**src/rtl/smag_mult_pkg.sv**
```systemverilog
package smag_mult_pkg;
    typedef enum logic [0:0] {
        ST_IDLE = 1'b0,
        ST_RUN  = 1'b1
    } state_e;
endpackage

```
**src/rtl/smag_mag.sv**
```systemverilog
// Splits a two's-complement value into sign and unsigned magnitude.
// The most negative value maps to magnitude 2^(W-1), which still fits in W bits.
module smag_mag #(
    parameter int W = 4
) (
    input  logic [W-1:0] val,
    output logic [W-1:0] mag,
    output logic         neg
);
    always_comb begin
        neg = val[W-1];
        mag = neg ? (~val + W'(1)) : val;
    end
endmodule

```
**src/rtl/smag_fixsign.sv**
```systemverilog
// Applies the result sign to an unsigned magnitude; zero stays zero.
module smag_fixsign #(
    parameter int PW = 8
) (
    input  logic [PW-1:0] mag,
    input  logic          flip,
    output logic [PW-1:0] res
);
    always_comb begin
        if (flip && (mag != '0)) begin
            res = ~mag + PW'(1);
        end else begin
            res = mag;
        end
    end
endmodule

```
**src/rtl/smag_ctrl.sv**
```systemverilog
// Sequencer: accepts start when idle, runs W steps, then pulses done.
module smag_ctrl
    import smag_mult_pkg::*;
#(
    parameter int W = 4
) (
    input  logic clk,
    input  logic rst_n,
    input  logic start,
    output logic busy,
    output logic load,
    output logic step,
    output logic last,
    output logic done
);
    localparam int CW = (W > 1) ? $clog2(W) : 1;

    typedef struct packed {
        state_e        state;
        logic [CW-1:0] cnt;
        logic          done;
    } ctrl_t;

    ctrl_t c_d, c_q;

    always_comb begin
        c_d      = c_q;
        c_d.done = 1'b0;
        load     = (c_q.state == ST_IDLE) && start;
        step     = (c_q.state == ST_RUN);
        last     = step && (c_q.cnt == CW'(W - 1));
        if (load) begin
            c_d.state = ST_RUN;
            c_d.cnt   = '0;
        end else if (step) begin
            c_d.cnt = c_q.cnt + CW'(1);
            if (last) begin
                c_d.state = ST_IDLE;
                c_d.done  = 1'b1;
            end
        end
    end

    always_ff @(posedge clk or negedge rst_n) begin
        if (!rst_n) begin
            c_q <= '{state: ST_IDLE, cnt: '0, done: 1'b0};
        end else begin
            c_q <= c_d;
        end
    end

    assign busy = (c_q.state == ST_RUN);
    assign done = c_q.done;
endmodule

```
**src/rtl/smag_mult.sv**
```systemverilog
// Signed multiplier: magnitudes, shift-add over multiplier bits LSB first,
// sign fixed on the final sum.
module smag_mult #(
    parameter int W = 4
) (
    input  logic           clk,
    input  logic           rst_n,
    input  logic           start,
    input  logic [W-1:0]   op_a,
    input  logic [W-1:0]   op_b,
    output logic           busy,
    output logic           done,
    output logic [2*W-1:0] product
);
    localparam int PW = 2 * W;

    typedef struct packed {
        logic [PW-1:0] mcand;
        logic [W-1:0]  mplier;
        logic [PW-1:0] acc;
        logic          flip;
        logic [PW-1:0] product;
    } dp_t;

    dp_t d_d, d_q;

    logic          load, step, last;
    logic [W-1:0]  mag_a, mag_b;
    logic          neg_a, neg_b;
    logic [PW-1:0] sum;
    logic [PW-1:0] signed_sum;

    smag_ctrl #(.W(W)) u_ctrl (
        .clk   (clk),
        .rst_n (rst_n),
        .start (start),
        .busy  (busy),
        .load  (load),
        .step  (step),
        .last  (last),
        .done  (done)
    );

    smag_mag #(.W(W)) u_mag_a (.val(op_a), .mag(mag_a), .neg(neg_a));
    smag_mag #(.W(W)) u_mag_b (.val(op_b), .mag(mag_b), .neg(neg_b));

    smag_fixsign #(.PW(PW)) u_fix (
        .mag  (sum),
        .flip (d_q.flip),
        .res  (signed_sum)
    );

    // Partial product is the shifted multiplicand or zero, picked by the current bit.
    assign sum = d_q.acc + (d_q.mplier[0] ? d_q.mcand : '0);

    always_comb begin
        d_d = d_q;
        if (load) begin
            d_d.mcand  = {{W{1'b0}}, mag_a};
            d_d.mplier = mag_b;
            d_d.acc    = '0;
            d_d.flip   = neg_a ^ neg_b;
        end else if (step) begin
            d_d.acc    = sum;
            d_d.mcand  = d_q.mcand << 1;
            d_d.mplier = d_q.mplier >> 1;
            if (last) begin
                d_d.product = signed_sum;
            end
        end
    end

    always_ff @(posedge clk or negedge rst_n) begin
        if (!rst_n) begin
            d_q <= '0;
        end else begin
            d_q <= d_d;
        end
    end

    assign product = d_q.product;
endmodule

```
**config.mk**
```make
export PLATFORM = sky130hd
export DESIGN_NAME = smag_mult
export DESIGN_NICKNAME = d
export VERILOG_FILES = /design/src/rtl/smag_mult_pkg.sv /design/src/rtl/smag_mag.sv /design/src/rtl/smag_fixsign.sv /design/src/rtl/smag_ctrl.sv /design/src/rtl/smag_mult.sv
export SDC_FILE = /design/constraint.sdc
export NUM_CORES = 1
export LEC_CHECK = 0
export BUFFER_PORTS_ARGS = -buffer_cell sky130_fd_sc_hd__clkbuf_2
export CELL_PAD_IN_SITES_DETAIL_PLACEMENT = 1
export CELL_PAD_IN_SITES_GLOBAL_PLACEMENT = 1
export CORE_MARGIN = 2
export CORE_UTILIZATION = 27
export CTS_CLUSTER_DIAMETER = 40
export DETAILED_ROUTE_END_ITERATION = 7
export PLACE_DENSITY = 0.49
export SETUP_SLACK_MARGIN = 0.3
export SLEW_MARGIN = 15
export SYNTH_ARGS = -nofsm -noshare
export SYNTH_HDL_FRONTEND = slang
export SYNTH_SLANG_ARGS = --single-unit
export TNS_END_PERCENT = 10
```
**constraint.sdc**
```tcl
create_clock -name clk -period 5.75 [get_ports clk]
set_input_delay 0.2875 -clock clk [delete_from_list [all_inputs] [get_ports clk]]
set_output_delay 0.2875 -clock clk [all_outputs]
set_load 0.03 [all_outputs]
```
# Yosys cells after proc, flatten, opt, wreduce, memory -nomap -nowiden
# Index checks and enable logic that the tools add are counted.
# op_classes
add_sub_neg,5
eq_ne,1
n_mux,11
n_bitwise,6
n_reduce_logical,6
# op_table
operator,n
$mux 20,2
$mux 8,2
$mux 4,3
$add 4x1->4 const B,2
$add 8x1->8 const B,1
$add 8x8->8,1
$not 4->4,2
$not 8->8,1
$reduce_bool 8->1,1
$logic_and 1x1->1,3
$mux 1,3
$mux 3,1
$reduce_and 3->1,1
$add 2x1->2 const B,1
$eq 2x2->1 const B,1
$not 1->1,2
$reduce_bool 2->1,1
$xor 1x1->1,1
# totals
reg_bits,33
in_bits,11
out_inout_bits,10
elab_cells,37

# Longest topological paths before layout
# Gate-level depths: netlist of the first run.
# depth
word_depth,5
ltp_mapped,11
depth_no_buf,11

# Cells and area by module
# From an unflattened synthesis of the first run, not the netlist that was laid out.
# unflattened
hier_cells,214
area_unflattened_um2,2138.3
# modules_own_cells
module,instances,cells_each,area_each_um2,seq_area_each_um2
smag_mult,1,152,1592.8,725.7
smag_fixsign,1,28,224.0,0.0
smag_ctrl,1,14,173.9,100.1
smag_mag,2,10,73.8,0.0

# Worst setup path before layout of the first run
# No wires, ideal clock.
# synth_path
path_kind,register -> register
startpoint,reg d_q[17] (netlist name)
endpoint,reg d_q (netlist bit product[3])
setup_ns,0.124
arrival_ns,2.425
required_time_ns,5.626
slack_ns,3.201
path_stages_with_launch,10
n_path_buf,0
synth_period_minus_slack_ns,2.549
cell_sequence,dfrtp_1 > and2_1 > ha_1 > fa_1 > and3_2 > nor3_1 > o221ai_1 > a2111oi_4 > nor3_1 > a211o_1
# synth_between
elab_chain_cells,5
word_cells_on_any_way,7
cone_classes,add/sub: 2; mux: 2; bitwise: 1; reduce/logical: 2
# synth_rtl
element,line_no,rtl
from (decl),smag_mult.sv:25,"dp_t d_d, d_q;"
from (signal assigned),smag_mult.sv:75,d_q <= '0;
from (signal assigned),smag_mult.sv:77,d_q <= d_d;
$mux 8 *,smag_mult.sv:54,assign sum = d_q.acc + (d_q.mplier[0] ? d_q.mcand : '0);
$add 8x8->8 *,smag_mult.sv:54,
$not 8->8 / $reduce_bool 8->1 (equally long branches),"smag_fixsign.sv:11, smag_fixsign.sv:10",
$add 8x1->8 / $logic_and 1x1->1 (equally long branches),"smag_fixsign.sv:11, smag_fixsign.sv:10",
$mux 8 *,smag_fixsign.sv:10,if (flip && (mag != '0)) begin
# Mark *: on every way between the ends. The rest lies on a longest branch, timed or not.
# A chain may end at the register's enable or synchronous reset.

# Worst setup path in the final report of the first run
# Same ends and word-level chain as after synthesis.

==> impl_metrics.tcl, run 1 <==
set metrics [dict create \
    syn-num-nets 245 \
    final_nets 256 \
    syn_inst 222 \
    yosys_most_used_dff "dfrtp_1" \
    r2r_end "product[3]" \
    ioPinCount 21 \
    grt_use_total 0.1353 \
    whs_ns 0.1174 \
    die-area_um2 8361 \
    hold_class "input pin to asynchronous set/reset pin" \
    via_count 1635 \
    synthesis.area_um2 2064 \
    core-area_um2 7331 \
    cts.sinks 33 \
    worst_ep_required_time_ns 5.93 \
    yosysTopAreaCellShare 0.4000 \
    die_h_um 91.44 \
    rr_startpoint "d_q[17]" \
    globalplace.congestion 0.7146 \
    drcViolationCount 0 \
    maxCapViolations 0 \
    cts_root_buf "clkbuf_8" \
    cts_tree "yes" \
    cts_max_level 2 \
    p_seq_frac 0.340 \
    maxSlewViolCount 0 \
    cts_setup_buffers 0 \
    p_int_mw 0.6634 \
    grt_pass1_vias 1732 \
    yosysWarnings 0 \
    clk_pin_slew_ns 0.07 \
    min_period_ns 2.931 \
    synth_edf_count 0 \
    leakage_nw 1.079 \
    fin_skew_ns 0.002037 \
    ant_nets 0 \
    worst_ep_arrival_time_ns 3.11 \
    tightest_slew_ns 1.013 \
    synthDistinctLibCells 48 \
    worstSkewPairLatency_ns 0.29 \
    vias_per_cell 4.940 \
    avgRoutedWirePerCell_um 15.88 \
    synth_area_leaders "dfrtp_1, ha_1, o21ai_0, nand2_1, a22o_1" \
    synth-seq-cells 33 \
    clockBufferDepth 2 \
    clock.fmax_mhz 341.2 \
    p_comb_frac 0.526 \
    place_hpwl_mm 3.709 \
    drt_iter0_drc 43 \
    grt_overflow_total 0 \
    antenna_found_initial 0 \
    fin_ws_ns 2.819 \
    final_cell_count_no_fill 331 \
    synth_area_leader_cell "dfrtp_1" \
    fin_setup_tns_ns 0 \
    cp-start-kind "register" \
    reg2reg_depth 11 \
    row_count 31 \
    num_antenna_cells 0 \
    min_period_over_period 0.5097 \
    cts_hold_buf 0 \
    outcome "finished clean" \
    cts_buffers 5 \
    hold_viol 0 \
    rsz0062_at_grt "false" \
    port_buffers 20 \
    r2r_slack_ns 2.82 \
    p_sw_mw 0.5866 \
    ir_drop_mv 0.2840 \
    powerDensity_nw_per_um2 550.7 \
    place_inst 325 \
    final-setup-viol-count 0 \
    cp_max_fo 9 \
    pre_cts_ws_ns 2.817 \
    initial_utilization 0.2816 \
    grt_first_pass_wirelength_mm 8.928 \
    drive_gt1_frac 0.1422 \
    cts_resized 0 \
    relSlewSlack 0.3245 \
    cp-end-kind "register" \
    p_clk_frac 0.135 \
    grt_max_degree 34 \
    yosysSeqAreaShare 0.4000 \
    routed_wirelength_mm 5.257 \
    path_class "register to register" \
    async_flop_share 1.000 \
    drt_pass1_iterations 4 \
    die_w_um 91.44 \
    sw_frac_of_total 0.4693 \
    area_delta_synth_final_pct 9.940 \
    num-fill-cells 861 \
    postSynthAreaPerCell_um2 9.299 \
]
-- cells in the final DEF, fill, tap and decap left out, types with 3 or more instances in the layout --
master	count
ha_1	11
inv_1	13
a21o_1	3
nand2b_1	3
nor2_1	16
nand2_1	21
o21ai_0	21
clkbuf_2	20
nor4_1	3
nor2b_1	4
xnor2_1	3
a22o_1	7
a21oi_1	12
nor3_1	3
xor2_1	5
clkbuf_8	5
dfrtp_1	33
and2_1	8
a211oi_1	3
mux2i_1	4
-- power groups by stage --
stage | Sequential [mW] | Combinational (mW) | Clock, mW
after floorplan | 0.391 | 0.546 | 0
after global placement | 0.431 | 0.656 | 0
after detailed placement | 0.432 | 0.661 | 0
after CTS | 0.428 | 0.668 | 0.176
after global routing | 0.445 | 0.734 | 0.184
final | 0.425 | 0.657 | 0.168
-- kinds of logic after synthesis --
kind of cell,count (synthesis),synth area share
and+or+nand+nor,70,0.1709
AOI/OAI and AO/OA,66,0.2309
DFF,33,0.4000
buffers and inverters,29,0.06849
adders and majority gates,12,0.07636
xor gates and xnor gates,8,0.03394
muxes,4,0.01939
-- cell usage after synthesis (4+ instances only) --
cell type and count:
and2_1 8, xor2_1 5, nand2_1 21, inv_1 13, dfrtp_1 33, ha_1 11, nor2b_1 4, mux2i_1 4
a22o_1 7, nor2_1 16, o21ai_0 21, a21oi_1 12, buf_4 8, clkbuf_1 5
-- registers in the layout, indices dropped and copies added, names as in the netlist --
register,count
d_q,21
product,8
u_ctrl.done,1
u_ctrl.busy,1
u_ctrl.c_q,2
-- worst max path at each step --
| stage | to | slack (ns) | depth (start not counted) | startpoint |
|---|---|---|---|---|
| 2_1_floorplan | product[3] | 3.20 | 9 | d_q[17] |
| 3_3_place_gp | product[3] | 2.83 | 11 | d_q[17] |
| 3_5_place_dp | product[3] | 2.82 | 11 | d_q[17] |
| 4_1_cts | product[3] | 2.79 | 11 | d_q[17] |
| 5_1_grt | product[3] | 2.61 | 11 | d_q[17] |
| 6_report | product[3] | 2.82 | 11 | d_q[17] |
-- worst max-delay path, cell delays in order, from the launching register on --
cell and delay (ns):
dfrtp_1 0.47, and2_1 0.18, ha_1 0.21, fa_1 0.49, inv_1 0.10, ha_1 0.18, inv_1 0.06, nor2_1 0.11
o221ai_1 0.21, a2111oi_4 0.43, nor3_1 0.11, a211o_1 0.28
-- layout make-up --
| cell class | count | area [um^2] | share of cell area |
|---|---|---|---|
| multi-input cells | 160 | 1097 | 0.4835 |
| repair buffers | 20 | 100.1 | 0.04410 |
| clock buffers | 5 | 68.82 | 0.03032 |
| flip-flops and latches | 33 | 825.8 | 0.3638 |
| inverters | 13 | 48.80 | 0.02150 |
| well taps | 99 | 123.9 | 0.05458 |
| clock inverters | 1 | 5.005 | 0.002205 |
-- routing by layer --
| metal | up-vias | global-route usage | routed length [um] |
|---|---|---|---|
| met4 | 0 | 0.04924 | 72 |
| met5 | - | 0 | 0 |
| met3 | 7 | 0.02490 | 94 |
| met1 | 808 | 0.1823 | 2640 |
| li1 | 807 | - | - |
| met2 | 13 | 0.2157 | 2450 |
-- through the flow --
step                  util  total power, mW  area [um^2]
CTS                 0.3096            1.272         2270
detailed placement  0.2995            1.093         2196
floorplan                -           0.9368         2064
global placement    0.2995            1.087         2196
finish              0.3096            1.250         2270
global route        0.3096            1.363         2270
No activity file was read; power rests on OpenSTA's default activity.
==> run 2, diff against run 1 <==
Settings changed: PLACE_DENSITY 0.49 to 0.51.
Clock period 5.75 ns to 2.65 ns, I/O delays scaled along.
==> run 2 against run 1 <==
First-iteration DRC count shrank 28%. Final cell count grew 9.7%. Global-route usage grew 0.15 points. Maximum frequency grew 13%. Non-clock buffer count grew 30. Utilization grew 6.1 points. Power grew to 2.7 times the previous value. Critical endpoint is now product[1]. Largest power group unchanged.
==> impl_metrics.tcl, run 2 (synthesized netlist as in run 1, its figures left out) <==
set metrics [dict create \
    drcViolationCount 0 \
    clk_pin_slew_ns 0.09 \
    hold_viol 0 \
    rsz0062_at_grt "true" \
    worst_ep_arrival_time_ns 2.79 \
    leakage_nw 1.245 \
    tightest_slew_ns 0.9093 \
    worst_ep_required_time_ns 2.85 \
    ant_nets 0 \
    avgRoutedWirePerCell_um 14.69 \
    place_hpwl_mm 3.923 \
    powerDensity_nw_per_um2 1240 \
    min_period_ns 2.589 \
    largest_register_ffs 21 \
    num-fill-cells 856 \
    min_period_over_period 0.9771 \
    routed_wirelength_mm 5.334 \
    path_class "register to register" \
    globalplace.congestion 0.7339 \
    clock.fmax_mhz 386.2 \
    drive_gt1_frac 0.3485 \
    final-setup-viol-count 0 \
    grt_overflow_total 0 \
    post_dp_cell_area_um2 2381 \
    cts_root_buf "clkbuf_8" \
    clockBufferDepth 2 \
    cts_buffers 5 \
    slowest_stage "dfrtp_1" \
    mostFrequentLayoutCells "dfrtp_1, buf_4, nand2_1" \
    p_total_mw 3.371 \
    grt_pass1_vias 1817 \
    initial_utilization 0.2816 \
    drt_iter0_drc 31 \
    antenna_found_initial 0 \
    ir_drop_mv 0.4239 \
    cts.sinks 33 \
    cp-start-kind "register" \
    grt_use_total 0.1368 \
    die-area_um2 8361 \
    path_delay_family "compound AO/OA/AOI/OAI gates" \
    outcome "finished clean" \
    row_count 31 \
    grt_max_degree 34 \
    maxSlewViolCount 0 \
    drt_pass1_iterations 4 \
    hold_class "input pin to register" \
    cts_max_level 2 \
    fin_skew_ns 0.01171 \
    cp_max_fo 6 \
    relSlewSlack 0.3938 \
    ioPinCount 21 \
    cts_tree "yes" \
    cp-end-kind "register" \
    cp_cell_sequence "and2_4 > ha_4 > fa_2 > and3_4 > o211ai_1 > o311ai_4 > a2111oi_4 > buf_4 > o21a_1 > a21oi_2" \
    via_count 1756 \
    final_area_um2 2719 \
    critical_path_buf_inv_count 1 \
    port_buffers 20 \
    maxCapViolations 0 \
    top_register "d_q" \
    die_w_um 91.44 \
    core-area_um2 7331 \
    area_delta_synth_final_pct 31.70 \
    die_h_um 91.44 \
    worstSkewPairLatency_ns 0.30 \
    final_nets 286 \
    num_antenna_cells 0 \
    final_common_cell "dfrtp_1" \
    vias_per_cell 4.837 \
    slowest_delay_ns 0.43 \
    grt_first_pass_wirelength_mm 9.094 \
]
## run 2: layout make-up
type	instances	area, um^2	area share
clock buffer	5	68.82	0.02531
clock inverter	3	46.29	0.01703
inverter	13	48.80	0.01795
multi-input combinational	160	1274	0.4685
sequential	33	825.8	0.3037
tap	99	123.9	0.04556
timing repair buffer	50	331.6	0.1220
## run 2: per-layer routing
layer | wire length, um | up-vias | GRT usage
met3 | 114 | 6 | 0.02739
met1 | 2693 | 868 | 0.1920
met2 | 2467 | 17 | 0.2132
li1 | - | 865 | -
met5 | 0 | - | 0
met4 | 59 | 0 | 0.03788
## run 2: path summary, 6_finish.rpt
path                            slack [ns]  startpoint     endpoint  cells past startpoint
worst max-delay path                  0.06     d_q[17]   product[1]                     10
worst min-delay path                  0.12     op_a[0]      d_q[21]                      3
worst max register to register        0.06     d_q[17]   product[1]                     10
worst min register to register        0.49  product[4]   product[4]                      2
max in group asynchronous             1.58       rst_n      d_q[13]                      2
min in group asynchronous             0.49       rst_n  u_ctrl.busy                      2
## run 2: power by group
group / total [mW] / internal, mW / switching, mW / leakage [nW]
clock network: 0.503 / 0.282 / 0.222 / 0.0543
registers: 0.872 / 0.710 / 0.162 / 0.420
logic: 2.00 / 0.928 / 1.07 / 0.770
## run 2: repair_timing
item	4_1_cts	5_1_grt
setup buffers	5	3
endpoints found under the setup margin	6	7
endpoints found under the hold margin	33	0
hold buffers	1	0
pin swaps	11	13
gates resized for setup	10	23
## run 2: through the flow
stage          setup TNS (ns)    util  setup slack [ns]  hold slack, ns  cells
6_report                    0  0.3709           0.06063          0.1235    363
5_1_grt              -0.02933  0.3709          -0.02517          0.1787    363
4_1_cts                     0  0.3542           0.03351          0.1240    360
3_5_place_dp         -0.04519  0.3248          -0.04519          0.3159    346
3_3_place_gp       -0.0001834  0.3248        -0.0001834          0.2975    346
2_1_floorplan               0       -            0.1628         -0.1631    222
## run 2: worst register-to-register path, cell delays in order (launching register included)
cell and delay (ns):
dfrtp_1 0.43, and2_4 0.17, ha_4 0.15, fa_2 0.37
and3_4 0.18, o211ai_1 0.26, o311ai_4 0.18, a2111oi_4 0.39
buf_4 0.20, o21a_1 0.12, a21oi_2 0.05
==> run 3, diff against run 2 <==
Settings changed: CORE_MARGIN 2 to not set, REMOVE_ABC_BUFFERS set to 1.
==> run 3 against run 2 <==
Sequential share of layout area up 0.95 points. First-iteration DRC count up 71%. Clock power down 22%. Power down 3.7%. Critical path depth unchanged. Die area down 4.3%. Register-to-register slack better by 0.02 ns. Clock-buffer cell count up 2. Largest cell class unchanged. Largest power group unchanged.
==> impl_metrics.tcl, run 3 (synthesized netlist as in run 1, its figures left out) <==
set metrics [dict create \
    die-area_um2 8000 \
    hold_class "input pin to register" \
    clk_pin_slew_ns 0.07 \
    drcViolationCount 0 \
    core-area_um2 7331 \
    via_count 1750 \
    regArea_um2 827.0 \
    post_dp_cell_area_um2 2369 \
    grt_max_degree 34 \
    multi_input_area_um2 1245 \
    final_area_um2 2640 \
    min-delay-start "op_a[0]" \
    final_common_cell "dfrtp_1" \
    drt_iter0_drc 53 \
    ir_drop_mv 0.4102 \
    fin_skew_ns 0.004010 \
    min_period_over_period 0.9678 \
    reg2reg_depth 10 \
    min_path_cells 3 \
    cts_buffers 5 \
    clockBufferDepth 2 \
    worst_ep_arrival_time_ns 2.78 \
    largest_register_ffs 21 \
    ioPinCount 21 \
    leakage_nw 1.223 \
    cts_tree "yes" \
    clock.fmax_mhz 389.9 \
    ant_nets 0 \
    grt_overflow_total 0 \
    powerDensity_nw_per_um2 1229 \
    antenna_found_initial 0 \
    final_nets 283 \
    initial_utilization 0.2816 \
    row_count 31 \
    num-fill-cells 862 \
    die_w_um 89.44 \
    top_register "d_q" \
    worst_ep_required_time_ns 2.86 \
    path_class "register to register" \
    rsz0062_at_grt "true" \
    area_delta_synth_final_pct 27.88 \
    drive_gt1_frac 0.3192 \
    r2r_end "product[1]" \
    maxCapViolations 0 \
    min_period_ns 2.565 \
    cts_root_buf "clkbuf_8" \
    cp-start-kind "register" \
    hold_end "d_q[21]" \
    relSlewSlack 0.4276 \
    avgRoutedWirePerCell_um 15.34 \
    cp-end-kind "register" \
    cts.sinks 33 \
    globalplace.congestion 0.7130 \
    die_h_um 89.44 \
    num_antenna_cells 0 \
    outcome "finished clean" \
    whs_ns 0.1607 \
    cts_max_level 2 \
    final-setup-viol-count 0 \
    hold_viol 0 \
    grt_first_pass_wirelength_mm 9.052 \
    grt_use_total 0.1516 \
    tightest_slew_ns 0.8586 \
    cp_max_fo 6 \
    r2r_slack_ns 0.09 \
    maxSlewViolCount 0 \
    mostFrequentLayoutCells "dfrtp_1, buf_4, nand2_1" \
    port_buffers 20 \
    grt_pass1_vias 1834 \
    worstSkewPairLatency_ns 0.29 \
    drt_pass1_iterations 4 \
    place_hpwl_mm 3.977 \
    vias_per_cell 4.875 \
    routed_wirelength_mm 5.507 \
    rr_startpoint "d_q[17]" \
]
run 3: layer usage:
metal  global-route usage  share of wire  up-vias
met2               0.2512           0.48       26
met1               0.1971           0.47      854
met4              0.05628          0.016        0
met3              0.02770          0.037        8
met5                    0              0        -
li1                     -              -      862
run 3: worst max path at each step:
stage                        from         end  slack (ns)  cells after the start
final                     d_q[17]  product[1]        0.09                     10
after global routing      d_q[17]  product[1]       -0.05                     12
after CTS                 d_q[17]  product[1]        0.08                      9
after detailed placement  d_q[17]  product[3]       -0.09                     11
after global placement    d_q[17]  product[3]       -0.06                     11
after floorplan           d_q[17]  product[3]        0.10                      9
run 3: cell type report:
type | count | area share
tap | 99 | 0.04692
clock buffer | 7 | 0.03270
inverter | 13 | 0.01848
timing repair buffer | 47 | 0.1171
multi-input combinational | 160 | 0.4716
sequential | 33 | 0.3133
run 3: where the power goes:
part | internal [mW] | switching [mW]
Sequential | 0.713 | 0.165
Combinational | 0.894 | 1.08
Clock | 0.206 | 0.184
run 3: metrics by stage:
step	utilization	total power [mW]	cells	TNS (ns)	setup WS [ns]
floorplan	-	1.936	206	0	0.1014
global placement	0.3231	2.565	348	-0.1386	-0.05523
detailed placement	0.3231	2.591	348	-0.2863	-0.09228
CTS	0.3497	3.155	358	0	0.07879
global route	0.3601	3.516	359	-0.06723	-0.04664
finish	0.3601	3.245	359	0	0.08544
run 3: what timing repair did:
item                       in CTS  in global routing
setup buffers                   2                  1
pin swaps                       6                 14
gates resized for setup        16                 19
setup endpoints to repair       9                  8
hold endpoints to repair       33                  0
hold buffers                    1                  0
gates cloned                    0                  0
run 3: critical path, stage by stage, from the launching register on:
cell and delay (ns):
dfrtp_2 0.44, and2_4 0.18, ha_4 0.16, fa_2 0.39
and3_4 0.19, o211ai_1 0.24, o311ai_4 0.17, a2111oi_4 0.34
buf_4 0.18, o21ai_1 0.05, a21oi_1 0.14
